File: config.mk
export PLATFORM = sky130hd
export DESIGN_NAME = fuse_rd_seq
export DESIGN_NICKNAME = d
export VERILOG_FILES = /design/src/rtl/fuse_pkg.sv /design/src/rtl/fuse_pwr_seq.sv /design/src/rtl/fuse_macro_model.sv /design/src/rtl/fuse_rd_seq.sv
export SDC_FILE = /design/constraint.sdc
export NUM_CORES = 1
export LEC_CHECK = 0
export ABC_AREA = 1
export BUFFER_PORTS_ARGS = -buffer_cell sky130_fd_sc_hd__buf_4
export CAP_MARGIN = 20
export CORE_MARGIN = 2
export CORE_UTILIZATION = 50
export DETAILED_ROUTE_END_ITERATION = 8
export PLACE_DENSITY = 0.82
export SYNTH_ARGS = -nofsm -noshare
export SYNTH_HDL_FRONTEND = slang
export SYNTH_SLANG_ARGS = --single-unit
File: constraint.sdc
create_clock -name clk -period 3.15 [get_ports clk]
set_input_delay 0.63 -clock clk [delete_from_list [all_inputs] [get_ports clk]]
set_output_delay 0.63 -clock clk [all_outputs]
set_load 0.005 [all_outputs]
File: src/rtl/fuse_pkg.sv
package fuse_pkg;

    typedef enum logic [2:0] {
        PW_OFF,
        PW_UPGAP,
        PW_UPS2,
        PW_UPISO,
        PW_ON,
        PW_DNB,
        PW_DNISO,
        PW_DNGAP
    } pwr_state_e;

    localparam logic [15:0] FUSE_MUL   = 16'd29;
    localparam logic [7:0]  FUSE_SEED0 = 8'd17;
    localparam logic [7:0]  FUSE_SEED1 = 8'd101;

endpackage

File: src/rtl/fuse_pwr_seq.sv
module fuse_pwr_seq
    import fuse_pkg::*;
#(
    parameter int GAP_CYC   = 200000,
    parameter bit BURST_USE = 1'b1
) (
    input  logic clk,
    input  logic rst_n,
    input  logic on_req,
    input  logic off_req,
    input  logic hold,
    output logic pwr_a,
    output logic pwr_b,
    output logic iso,
    output logic burst,
    output logic open
);
    localparam int CNT_W = $clog2(GAP_CYC + 1);
    localparam logic [CNT_W-1:0] CNT_LAST = CNT_W'(GAP_CYC - 1);

    typedef struct packed {
        pwr_state_e       st;
        logic [CNT_W-1:0] cnt;
        logic             pa;
        logic             pb;
        logic             iso;
        logic             burst;
    } pwr_reg_t;

    pwr_reg_t q, d;

    always_comb begin
        d = q;
        unique case (q.st)
            PW_OFF: if (on_req) begin
                d.pa  = 1'b1;
                d.cnt = '0;
                d.st  = PW_UPGAP;
            end
            PW_UPGAP: begin
                if (q.cnt == CNT_LAST) begin
                    d.pb = 1'b1;
                    d.st = PW_UPS2;
                end else begin
                    d.cnt = q.cnt + 1'b1;
                end
            end
            PW_UPS2: begin
                d.iso = 1'b0;
                d.st  = PW_UPISO;
            end
            PW_UPISO: begin
                d.burst = BURST_USE;
                d.st    = PW_ON;
            end
            PW_ON: if (off_req && !hold) begin
                d.burst = 1'b0;
                d.st    = PW_DNB;
            end
            PW_DNB: begin
                d.iso = 1'b1;
                d.st  = PW_DNISO;
            end
            PW_DNISO: begin
                d.pb  = 1'b0;
                d.cnt = '0;
                d.st  = PW_DNGAP;
            end
            PW_DNGAP: begin
                if (q.cnt == CNT_LAST) begin
                    d.pa = 1'b0;
                    d.st = PW_OFF;
                end else begin
                    d.cnt = q.cnt + 1'b1;
                end
            end
            default: d.st = PW_OFF;
        endcase
    end

    always_ff @(posedge clk or negedge rst_n) begin
        if (!rst_n) begin
            q <= '{st: PW_OFF, cnt: '0, pa: 1'b0, pb: 1'b0, iso: 1'b1, burst: 1'b0};
        end else begin
            q <= d;
        end
    end

    assign pwr_a = q.pa;
    assign pwr_b = q.pb;
    assign iso   = q.iso;
    assign burst = q.burst;
    assign open  = (q.st == PW_ON);

    p_b_needs_a_r2: assert property (@(posedge clk) disable iff (!rst_n)
        pwr_b |-> pwr_a);
    p_open_needs_power_r2: assert property (@(posedge clk) disable iff (!rst_n)
        !iso |-> (pwr_a && pwr_b));
    p_burst_needs_open_r3: assert property (@(posedge clk) disable iff (!rst_n)
        burst |-> !iso);
    p_a_drops_last_r3: assert property (@(posedge clk) disable iff (!rst_n)
        $fell(pwr_a) |-> (!pwr_b && iso));
endmodule

File: src/rtl/fuse_macro_model.sv
module fuse_macro_model
    import fuse_pkg::*;
#(
    parameter int AW  = 10,
    parameter int LAT = 3
) (
    input  logic          clk,
    input  logic          rst_n,
    input  logic          start,
    input  logic [AW-1:0] addr,
    input  logic          bank,
    output logic          vld,
    output logic [7:0]    dat
);
    localparam int LAT_W = $clog2(LAT + 1);
    localparam logic [LAT_W-1:0] LAT_LOAD = LAT_W'(LAT - 1);

    typedef struct packed {
        logic             busy;
        logic [LAT_W-1:0] cnt;
        logic [AW-1:0]    addr;
        logic             bank;
        logic             vld;
        logic [7:0]       dat;
    } mac_reg_t;

    mac_reg_t q, d;
    logic [15:0] prod;

    always_comb begin
        d     = q;
        d.vld = 1'b0;
        prod  = 16'(q.addr) * FUSE_MUL;
        if (start && !q.busy) begin
            d.busy = 1'b1;
            d.cnt  = LAT_LOAD;
            d.addr = addr;
            d.bank = bank;
        end else if (q.busy) begin
            if (q.cnt == '0) begin
                d.busy = 1'b0;
                d.vld  = 1'b1;
                d.dat  = prod[7:0] + (q.bank ? FUSE_SEED1 : FUSE_SEED0);
            end else begin
                d.cnt = q.cnt - 1'b1;
            end
        end
    end

    always_ff @(posedge clk or negedge rst_n) begin
        if (!rst_n) begin
            q <= '0;
        end else begin
            q <= d;
        end
    end

    assign vld = q.vld;
    assign dat = q.dat;

    p_no_restart_r9: assert property (@(posedge clk) disable iff (!rst_n)
        start |-> !q.busy);
endmodule

File: src/rtl/fuse_rd_seq.sv
module fuse_rd_seq
    import fuse_pkg::*;
#(
    parameter int AW        = 10,
    parameter int LAT       = 3,
    parameter int GAP_CYC   = 200000,
    parameter bit BURST_USE = 1'b1,
    localparam int CW       = AW + 9
) (
    input  logic          clk,
    input  logic          rst_n,
    input  logic          pwr_on_req,
    input  logic          pwr_off_req,
    input  logic          ctl_wr,
    input  logic [AW-1:0] ctl_addr,
    input  logic          bank_wr,
    input  logic          bank_val,
    output logic [CW-1:0] ctl_word,
    output logic          bank_sel,
    output logic          bank_busy,
    output logic          fuse_pwr_a,
    output logic          fuse_pwr_b,
    output logic          fuse_iso,
    output logic          burst_en
);
    typedef struct packed {
        logic          ready;
        logic [AW-1:0] addr;
        logic [7:0]    data;
        logic          busy;
        logic          bank;
        logic          bank_busy;
    } ctl_reg_t;

    ctl_reg_t   q, d;
    logic       open;
    logic       mac_start;
    logic       mac_vld;
    logic [7:0] mac_dat;

    fuse_pwr_seq #(
        .GAP_CYC  (GAP_CYC),
        .BURST_USE(BURST_USE)
    ) i_pwr (
        .clk    (clk),
        .rst_n  (rst_n),
        .on_req (pwr_on_req),
        .off_req(pwr_off_req),
        .hold   (q.busy | ctl_wr),
        .pwr_a  (fuse_pwr_a),
        .pwr_b  (fuse_pwr_b),
        .iso    (fuse_iso),
        .burst  (burst_en),
        .open   (open)
    );

    fuse_macro_model #(
        .AW (AW),
        .LAT(LAT)
    ) i_mac (
        .clk  (clk),
        .rst_n(rst_n),
        .start(mac_start),
        .addr (ctl_addr),
        .bank (q.bank),
        .vld  (mac_vld),
        .dat  (mac_dat)
    );

    assign mac_start = ctl_wr && !q.busy && open;

    always_comb begin
        d = q;
        if (ctl_wr && !q.busy) begin
            d.addr  = ctl_addr;
            d.ready = 1'b0;
            d.busy  = open;
        end
        if (mac_vld && q.busy) begin
            d.data  = mac_dat;
            d.ready = 1'b1;
            d.busy  = 1'b0;
        end
        if (bank_wr) begin
            if (q.busy) begin
                d.bank_busy = 1'b1;
            end else begin
                d.bank      = bank_val;
                d.bank_busy = 1'b0;
            end
        end
    end

    always_ff @(posedge clk or negedge rst_n) begin
        if (!rst_n) begin
            q <= '0;
        end else begin
            q <= d;
        end
    end

    assign ctl_word  = {q.ready, q.addr, q.data};
    assign bank_sel  = q.bank;
    assign bank_busy = q.bank_busy;

    p_ready_from_macro_r5: assert property (@(posedge clk) disable iff (!rst_n)
        $rose(ctl_word[CW-1]) |-> $past(mac_vld));
    p_closed_no_start_r7: assert property (@(posedge clk) disable iff (!rst_n)
        mac_start |-> !fuse_iso);
    p_bank_hold_r8: assert property (@(posedge clk) disable iff (!rst_n)
        (q.busy && bank_wr) |=> ($stable(bank_sel) && bank_busy));
    p_addr_kept_r9: assert property (@(posedge clk) disable iff (!rst_n)
        (q.busy && ctl_wr) |=> $stable(ctl_word[CW-2:8]));
    p_open_while_busy_r10: assert property (@(posedge clk) disable iff (!rst_n)
        q.busy |-> (open && !fuse_iso));
endmodule

==> results.json, run 1 <==
{
  "worst_path_dominant_cell_family": "adder cells",
  "grt_usage_pct": 20.74,
  "run_status": "finished, final reports clean",
  "clk_latency_ns": 0.35,
  "reg2reg_depth": 15,
  "netlist_instances": 487,
  "path_cells": "buf_6 -> fa_1 -> inv_1 -> fa_1 -> inv_1 -> fa_1 -> ha_4 -> nand2_4 -> inv_2 -> a21oi_2 -> o31ai_4 -> inv_1 -> nand2_1 -> nand3_1 -> nand2_1",
  "cpPeakStageDelay_ns": 0.52,
  "worstSetupPathType": "reg2reg",
  "synth.distinct_cells": 34,
  "overflow": 0,
  "worst_pin_slew_ns": 0.8482,
  "seqCellArea_um2": 1703,
  "yosys_warnings": 0,
  "num_io_pins": 42,
  "numPortBuffers": 41,
  "fin_nets": 559,
  "fin_skew_ns": 0.004894,
  "post-route-util_pct": 59.00,
  "setup_violations": 0,
  "cts_buffers": 9,
  "syn_to_final_growth_pct": 14.75,
  "worst_setup_path_end_kind": "flip-flop",
  "dp_cells": 607,
  "grt_max_degree": 69,
  "grt_pass1_wl_mm": 14.15,
  "nFillCells": 651,
  "gp_congestion": 0.8975,
  "synth_commonest_cells": "nand2_1, inv_1, dfrtp_1",
  "ys_async_sr_fraction_pct": 100.0,
  "avgSynthCellArea_um2": 8.116,
  "antenna_found_initial": 0,
  "period_share_pct": 97.63,
  "vias_per_cell": 5.110,
  "cap_violations": 0,
  "core_area_um2": 7687,
  "yosys-top-cells-area": "dfrtp_1, nand2_1, inv_1, o21ai_0, ha_1",
  "firstDrtPassIters": 4,
  "antenna_left": 0,
  "fin_hold_ws_ns": 0.3928,
  "grt_pass1_vias": 3279,
  "rrSetupSlack_ns": 0.07,
  "finalMaxSlewViolations": 0,
  "rows": 32,
  "cts_tree": "built",
  "cp_num_cells": 15,
  "path_max_fanout": 3,
  "r2r-end": "i_mac.dat[7]",
  "crit_slowest_cell": "fa_1",
  "drc": 0,
  "routed_wl_mm": 8.452,
  "yosysMostFrequentCell": "nand2_1",
  "die_w_um": 92.91,
  "start_util_pct": 51.42,
  "hold_viol": 0,
  "dieHeight_um": 92.91,
  "min_period_ns": 3.075,
  "startpoint": "i_mac.q[13]",
  "cts_buffer_depth": 2,
  "num_vias": 3194,
  "synth_edf_count": 0,
  "fmax_ghz": 0.3252,
  "multi_input_area_um2": 1861,
  "synth_ff_type": "dfrtp_1",
  "critPathLaunchType": "flip-flop",
  "syn-num-nets": 528,
  "relSlewSlack_pct": 43.45,
  "crit_buf_inv": 5,
  "drive_gt1_share_pct": 18.36,
  "hpwl_mm": 5.850,
  "die_area_um2": 8632,
  "cts-root-buf": "clkbuf_8",
  "min_path_type": "in2async",
  "clock_sinks": 68,
  "yosys.area.top_type": "dfrtp_1",
  "post_drt_wl_per_cell_um": 13.52,
  "synth-seq-cells": 68,
  "holdBufCountCts": 0,
  "required_ns": 3.39,
  "cts.clk_slew.worst_paths_ns": 0.07,
  "syn_area_um2": 3953,
  "ys_seq_area_share_pct": 43.08,
  "worstSetupEndpoint": "i_mac.dat[7]",
  "h-tree-depth": 3,
  "reg2reg_from": "i_mac.q[13]",
  "drt_iter0_drc": 109,
  "synth_top_area_share_pct": 42.42,
  "fin_cells": 625,
  "arrival_ns": 3.31,
  "antenna_cells": 0
}
## state kept, by name (all words and copies together), names as in the netlist
register,count
bank_busy,1
bank_sel,1
ctl_word,19
i_mac.dat,8
i_mac.q,12
i_mac.vld,1
i_pwr.burst,1
i_pwr.iso,1
i_pwr.pwr_a,1
i_pwr.pwr_b,1
i_pwr.q,21
q,1
## stage by stage
stage	setup slack [ns]	setup TNS, ns	area, um^2
after floorplan	0.09568	0	3953
after global placement	0.05768	0	4224
after detailed placement	-0.04746	-0.04746	4224
after CTS	0.008662	0	4451
after global routing	-0.03625	-0.03625	4536
final	0.07460	0	4536
## cell type report
class | count | share of cell area [%]
Clock inverter | 4 | 1.600
Clock buffer | 12 | 3.200
Inverter | 70 | 5.793
Multi-Input combinational cell | 321 | 41.02
Sequential cell | 68 | 37.54
Timing Repair Buffer | 48 | 8.028
Tap cell | 102 | 2.814
## placed cells by master, fill, tap and decap left out, types with 5 or more instances in the layout
cell type,count
dfrtp_1,67
nand2_1,145
a21oi_1,5
buf_4,47
nand3_1,16
fa_1,9
xor2_1,10
o21ai_0,38
ha_1,11
clkbuf_8,10
mux2_2,7
nand4_1,6
nor2_1,39
inv_1,66
## layer usage
layer,vias up,global-route usage (%),wire [um]
met5,-,0,0
met4,0,6.985,150
met2,76,37.44,4451
met3,13,5.777,373
met1,1543,23.51,3477
li1,1562,-,-
## worst min path at each step
stage,start,slack (ns),endpoint
finish,rst_n,0.39,ctl_word[12]
global placement,i_mac.vld,0.45,q[2]
detailed placement,i_mac.vld,0.46,q[2]
CTS,rst_n,0.43,i_pwr.q[20]
global route,rst_n,0.47,i_mac.dat[6]
floorplan,rst_n,0.33,bank_busy
## logic make-up (layout without fill, tap and decap cells)
group	Yosys count	count (layout)	synth area share, %
AND/OR/NAND/NOR	222	222	23.20
buffers and inverters	98	134	11.74
flip-flops	68	68	43.08
AO/OA/AOI/OAI	56	56	8.009
adder cells (fa/ha/maj)	24	24	9.307
XOR/XNOR	12	12	2.659
multiplexers	7	7	1.994
## worst reg2reg max path, delay by kind of cell, from the launching register on
| kind | cells | cell delay, ns |
|---|---|---|
| buf+inv | 5 | 0.34 |
| simple gates | 4 | 0.26 |
| flops | 1 | 0.42 |
| compound gates | 2 | 0.27 |
| fa+ha+maj | 4 | 1.69 |
## what timing repair did
item	in CTS	in global routing
pin swaps	1	10
buffers inserted	0	2
resized for setup	2	12
endpoints found under the setup margin	1	3
Power of run 1 is left out: the tool's default activity adds up to more than one toggle a clock period on the data nets, which glitch-free logic cannot reach.
==> run 2: changes to the inputs <==
--- a/config.mk
+++ b/config.mk
@@ -5,13 +5,13 @@
 export SDC_FILE = /design/constraint.sdc
 export NUM_CORES = 1
 export LEC_CHECK = 0
-export ABC_AREA = 1
+export ABC_AREA = 0
 export BUFFER_PORTS_ARGS = -buffer_cell sky130_fd_sc_hd__buf_4
 export CAP_MARGIN = 20
 export CORE_MARGIN = 2
 export CORE_UTILIZATION = 50
 export DETAILED_ROUTE_END_ITERATION = 8
-export PLACE_DENSITY = 0.82
+export PLACE_DENSITY = 0.83
 export SYNTH_ARGS = -nofsm -noshare
 export SYNTH_HDL_FRONTEND = slang
 export SYNTH_SLANG_ARGS = --single-unit
==> results.json, run 2 <==
{
  "run_status": "finished, final reports clean",
  "min_period_ns": 3.034,
  "grt_usage_pct": 17.51,
  "place_area_um2": 3969,
  "num_io_pins": 42,
  "wl_met1_mm": 3.128,
  "yosys.area.top_type": "dfrtp_1",
  "rows": 31,
  "yosysMostFrequentCell": "dfrtp_1",
  "core_area_um2": 7214,
  "netlist_instances": 343,
  "worst_pin_slew_ns": 0.8291,
  "drt_iter0_drc": 181,
  "r2r-end": "i_mac.dat[6]",
  "dieHeight_um": 90.21,
  "cts_buffer_depth": 2,
  "critPathLaunchType": "flip-flop",
  "required_ns": 3.36,
  "synth.distinct_cells": 50,
  "post-route-util_pct": 58.74,
  "setup_violations": 0,
  "synth_top_area_share_pct": 45.12,
  "final_cell_mix": "dfrtp_1, buf_4, mux2_2",
  "grt_pass1_wl_mm": 11.52,
  "antenna_found_initial": 0,
  "post_drt_wl_per_cell_um": 14.21,
  "seqPwrFrac_pct": 49.1,
  "grt_max_degree": 69,
  "die_area_um2": 8138,
  "start_util_pct": 51.51,
  "yosys_warnings": 0,
  "gp_congestion": 0.8257,
  "setup_tns_ns": 0,
  "cap_violations": 0,
  "syn-num-nets": 384,
  "clk_latency_ns": 0.34,
  "power_uw": 1822,
  "dp_slack_ns": 0.08160,
  "cts.clk_slew.worst_paths_ns": 0.07,
  "rrSetupSlack_ns": 0.12,
  "firstDrtPassIters": 4,
  "finalWorstSetupSlack_ns": 0.1161,
  "drc": 0,
  "postLayoutCellArea_um2": 4238,
  "powerDensity_nw_per_um2": 429.9,
  "holdBufCountCts": 0,
  "switchingPower_uw": 370.6,
  "h-tree-depth": 3,
  "num_vias": 2553,
  "route.met3.wl_um": 229,
  "ir_drop_uv": 293.6,
  "grt_pass1_vias": 2491,
  "wl_met2_mm": 3.222,
  "worstSetupEndpoint": "i_mac.dat[6]",
  "internal-power_uw": 1451,
  "layout_commonest_cell": "dfrtp_1",
  "hold_viol": 0,
  "die_w_um": 90.21,
  "fmax_ghz": 0.3296,
  "synth_ff_type": "dfrtp_1",
  "pwr-share-comb_pct": 4.2,
  "numPortBuffers": 41,
  "vias_per_cell": 5.397,
  "worstSetupPathType": "reg2reg",
  "clock_sinks": 68,
  "ys_seq_area_share_pct": 45.82,
  "top_layer": "met4",
  "yosys-top-cells-area": "dfrtp_1, mux2_2, ha_1, fa_1, buf_4",
  "leakage_uw": 0.001924,
  "synth-seq-cells": 68,
  "antenna_cells": 0,
  "routed_wl_mm": 6.719,
  "avgSynthCellArea_um2": 10.83,
  "arrival_ns": 3.24,
  "ys_async_sr_fraction_pct": 100.0,
  "overflow": 0,
  "finalMaxSlewViolations": 0,
  "synth_commonest_cells": "dfrtp_1, mux2_2, inv_1",
  "period_share_pct": 96.31,
  "nFillCells": 600,
  "largest_reg_flops": 21,
  "swShare_pct": 20.34,
  "min_path_type": "in2async",
  "syn_to_final_growth_pct": 14.04,
  "syn_area_um2": 3716,
  "worst_setup_path_end_kind": "flip-flop",
  "startpoint": "i_mac.q[11]",
  "cts_buffers": 9,
  "cts_tree": "built",
  "relSlewSlack_pct": 44.73,
  "reg2reg_from": "i_mac.q[11]",
  "reg2reg_depth": 10,
  "antenna_left": 0,
  "fin_skew_ns": 0.006727,
  "drive_gt1_share_pct": 27.81,
  "hpwl_mm": 4.770,
  "fin_nets": 410,
  "synth_edf_count": 0,
  "power_frac_clock_pct": 46.7,
  "registers.top_by_ff_count": "i_pwr.q",
  "path_max_fanout": 4,
  "cts-root-buf": "clkbuf_8"
}
run 2: through the flow:
step	instances	hold WS (ns)
2_1_floorplan	343	0.3344
3_3_place_gp	456	0.4487
3_5_place_dp	456	0.4590
4_1_cts	472	0.4205
5_1_grt	473	0.4739
6_report	473	0.3920
run 2: power groups by stage:
stage	Combinational [uW]	Clock (uW)	Sequential, uW
after floorplan	38.3	0	909
after global placement	76.9	0	910
after detailed placement	79.4	0	911
after CTS	79.6	860	894
after global routing	85.5	901	896
final	77.0	851	894
run 2: kinds of logic (layout without fill, tap and decap cells):
group	after synthesis	count (layout)	synth area share, %
AND/OR/NAND/NOR	78	78	11.48
AO/OA/AOI/OAI	67	67	11.21
flip-flops	68	68	45.83
XOR/XNOR	16	16	3.771
adder cells (fa/ha/maj)	24	24	9.899
multiplexers	32	32	9.663
buffers and inverters	58	89	8.148
run 2: metal layers:
metal	vias up	track usage, %
li1	1223	-
met1	1257	23.21
met2	60	28.07
met3	13	3.101
met4	0	8.333
met5	-	0
run 2: how the worst min path moves through the flow:
stage | start | to | slack (ns) | cells after the start
finish | rst_n | ctl_word[14] | 0.39 | 1
global route | rst_n | ctl_word[14] | 0.47 | 1
CTS | rst_n | ctl_word[13] | 0.42 | 1
detailed placement | i_mac.vld | q[2] | 0.46 | 1
global placement | i_mac.vld | q[2] | 0.45 | 1
floorplan | rst_n | bank_busy | 0.33 | 0
run 2: critical path, cell delays in order (launching register included):
cell and delay, ns:
dfrtp_2 0.44, fa_1 0.50, inv_1 0.05, fa_1 0.53, inv_1 0.04, ha_1 0.31, ha_1 0.37, a21o_1 0.21
a21oi_1 0.21, xor2_1 0.15, o21ai_0 0.08
run 2: timing repair:
| action | CTS | global route |
|---|---|---|
| resized for setup | 0 | 6 |
| hold endpoints to repair | 0 | 0 |
| setup buffers | 0 | 1 |
| setup endpoints to repair | 0 | 1 |
run 2: cell type report:
type	instances	area, um^2	area share [%]
multi-input cells	217	1729	40.80
flip-flops and latches	68	1707	40.27
clock inverters	7	115.1	2.716
well taps	99	123.9	2.923
clock buffers	9	123.9	2.923
repair buffers	44	330.3	7.795
inverters	29	108.9	2.569
Power figures use the tool's default switching activity.
==> run 3: changes to the inputs <==
--- a/config.mk
+++ b/config.mk
@@ -12,6 +12,7 @@
 export CORE_UTILIZATION = 50
 export DETAILED_ROUTE_END_ITERATION = 8
 export PLACE_DENSITY = 0.83
+export SETUP_SLACK_MARGIN = 0.15
 export SYNTH_ARGS = -nofsm -noshare
 export SYNTH_HDL_FRONTEND = slang
 export SYNTH_SLANG_ARGS = --single-unit
==> results.json, run 3 (synthesis gave the netlist of run 2 again) <==
{
  "run_status": "finished, final reports clean",
  "worstSetupPathType": "reg2reg",
  "gp_congestion": 0.8257,
  "required_ns": 3.36,
  "numPortBuffers": 41,
  "cpPeakStageDelay_ns": 0.56,
  "cts.clk_slew.worst_paths_ns": 0.07,
  "arrival_ns": 3.11,
  "cts_buffer_depth": 2,
  "worst_pin_slew_ns": 0.8343,
  "largest_reg_flops": 21,
  "h-tree-depth": 3,
  "post_drt_wl_per_cell_um": 14.62,
  "critPathLaunchType": "flip-flop",
  "fin_skew_ns": 0.007718,
  "fin_nets": 414,
  "grt_pass1_vias": 2490,
  "registers.top_by_ff_count": "i_pwr.q",
  "leakage_uw": 0.001949,
  "worst_path_dominant_cell_family": "adder cells",
  "num_io_pins": 42,
  "fin_cells": 477,
  "cts_tree": "built",
  "fmax_ghz": 0.3454,
  "antenna_found_initial": 0,
  "rsz0062_at_grt": "yes",
  "die_area_um2": 8138,
  "antenna_cells": 0,
  "min_path_type": "in2async",
  "min_period_ns": 2.895,
  "hpwl_mm": 4.770,
  "drive_gt1_share_pct": 31.22,
  "final_cell_mix": "dfrtp_1, buf_4, mux2_2",
  "core_area_um2": 7214,
  "crit_slowest_cell": "fa_1",
  "layout_commonest_cell": "dfrtp_1",
  "num_vias": 2578,
  "holdBufCountCts": 0,
  "finalMaxSlewViolations": 0,
  "cts_buffers": 9,
  "start_util_pct": 51.51,
  "vias_per_cell": 5.405,
  "grt_max_degree": 69,
  "cap_violations": 0,
  "rows": 31,
  "setup_tns_ns": 0,
  "hold_viol": 0,
  "setup_violations": 0,
  "overflow": 0,
  "clk_latency_ns": 0.34,
  "clock_sinks": 68,
  "dp_slack_ns": 0.08160,
  "grt_usage_pct": 17.73,
  "cp_common_cell": "fa_1",
  "drc": 0,
  "antenna_left": 0,
  "crit_buf_inv": 2,
  "finalWorstSetupSlack_ns": 0.2545,
  "dp_cells": 456,
  "syn_to_final_growth_pct": 16.46,
  "powerDensity_nw_per_um2": 420.8,
  "grt_pass1_wl_mm": 11.65,
  "relSlewSlack_pct": 44.38,
  "path_max_fanout": 4,
  "drt_iter0_drc": 147,
  "worst_setup_path_end_kind": "flip-flop",
  "dieHeight_um": 90.21,
  "routed_wl_mm": 6.976,
  "firstDrtPassIters": 4,
  "period_share_pct": 91.92,
  "cts-root-buf": "clkbuf_8",
  "die_w_um": 90.21,
  "path_cells": "fa_1 -> inv_2 -> fa_1 -> inv_2 -> fa_1 -> ha_4 -> nand2_2 -> o21ai_2 -> xnor2_1 -> o21ai_1",
  "ir_drop_uv": 293.0
}
[run 3: cell count changes in the layout (fill, tap and decap cells not counted), sizes merged]
cell | before | now
buf | 44 | 48
[run 3: repair_timing]
item / in CTS / in global routing
pin swaps: 0 / 8
setup endpoints to repair: 2 / 3
buffers inserted: 1 / 4
resized for setup: 4 / 15
[run 3: power by group]
part           internal [uW]  switching [uW]  total, uW
clock                    522             328        850
combinational           42.2            34.7       76.9
sequential               887            7.61        894
[run 3: final timing paths]
| path | startpoint | end | slack, ns | depth (start not counted) |
|---|---|---|---|---|
| setup / recovery | i_mac.q[13] | i_mac.dat[7] | 0.25 | 10 |
| hold / removal | rst_n | ctl_word[14] | 0.38 | 1 |
| setup reg to reg | i_mac.q[13] | i_mac.dat[7] | 0.25 | 10 |
| hold reg to reg | i_mac.dat[4] | i_mac.dat[4] | 0.49 | 2 |
| max in group asynchronous | rst_n | i_mac.q[13] | 2.18 | 1 |
| min in group clk | i_mac.dat[4] | i_mac.dat[4] | 0.49 | 2 |
[run 3: layout make-up]
cell class | count | area (um^2)
fill | 574 | 2887
inverter | 29 | 108.9
sequential | 68 | 1707
clock inverter | 7 | 115.1
multi-input combinational | 217 | 1789
clock buffer | 9 | 123.9
tap | 99 | 123.9
timing repair buffer | 48 | 360.3
[run 3: through the flow]
step / instance area, um^2 / hold WS [ns] / power (uW) / utilization, %
6_report: 4328 / 0.3826 / 1821 / 59.99
5_1_grt: 4328 / 0.4716 / 1881 / 59.99
4_1_cts: 4222 / 0.4205 / 1834 / 58.52
3_5_place_dp: 3969 / 0.4590 / 990.4 / 55.01
3_3_place_gp: 3969 / 0.4487 / 986.7 / 55.01
2_1_floorplan: 3716 / 0.3344 / 947.2 / -
[run 3: worst register-to-register path: stages, from the launching register on]
cell	delay (ns)
dfrtp_2	0.44
fa_1	0.56
inv_2	0.04
fa_1	0.48
inv_2	0.04
fa_1	0.50
ha_4	0.32
nand2_2	0.05
o21ai_2	0.14
xnor2_1	0.13
o21ai_1	0.07
[run 3: metal layers]
metal  global-route usage [%]  wire length (um)  vias to the layer above
met5                        0                 0                        -
met4                    7.436               102                        0
met3                    3.101               201                       10
met2                    28.95              3446                       55
met1                    23.47              3225                     1284
li1                         -                 -                     1229
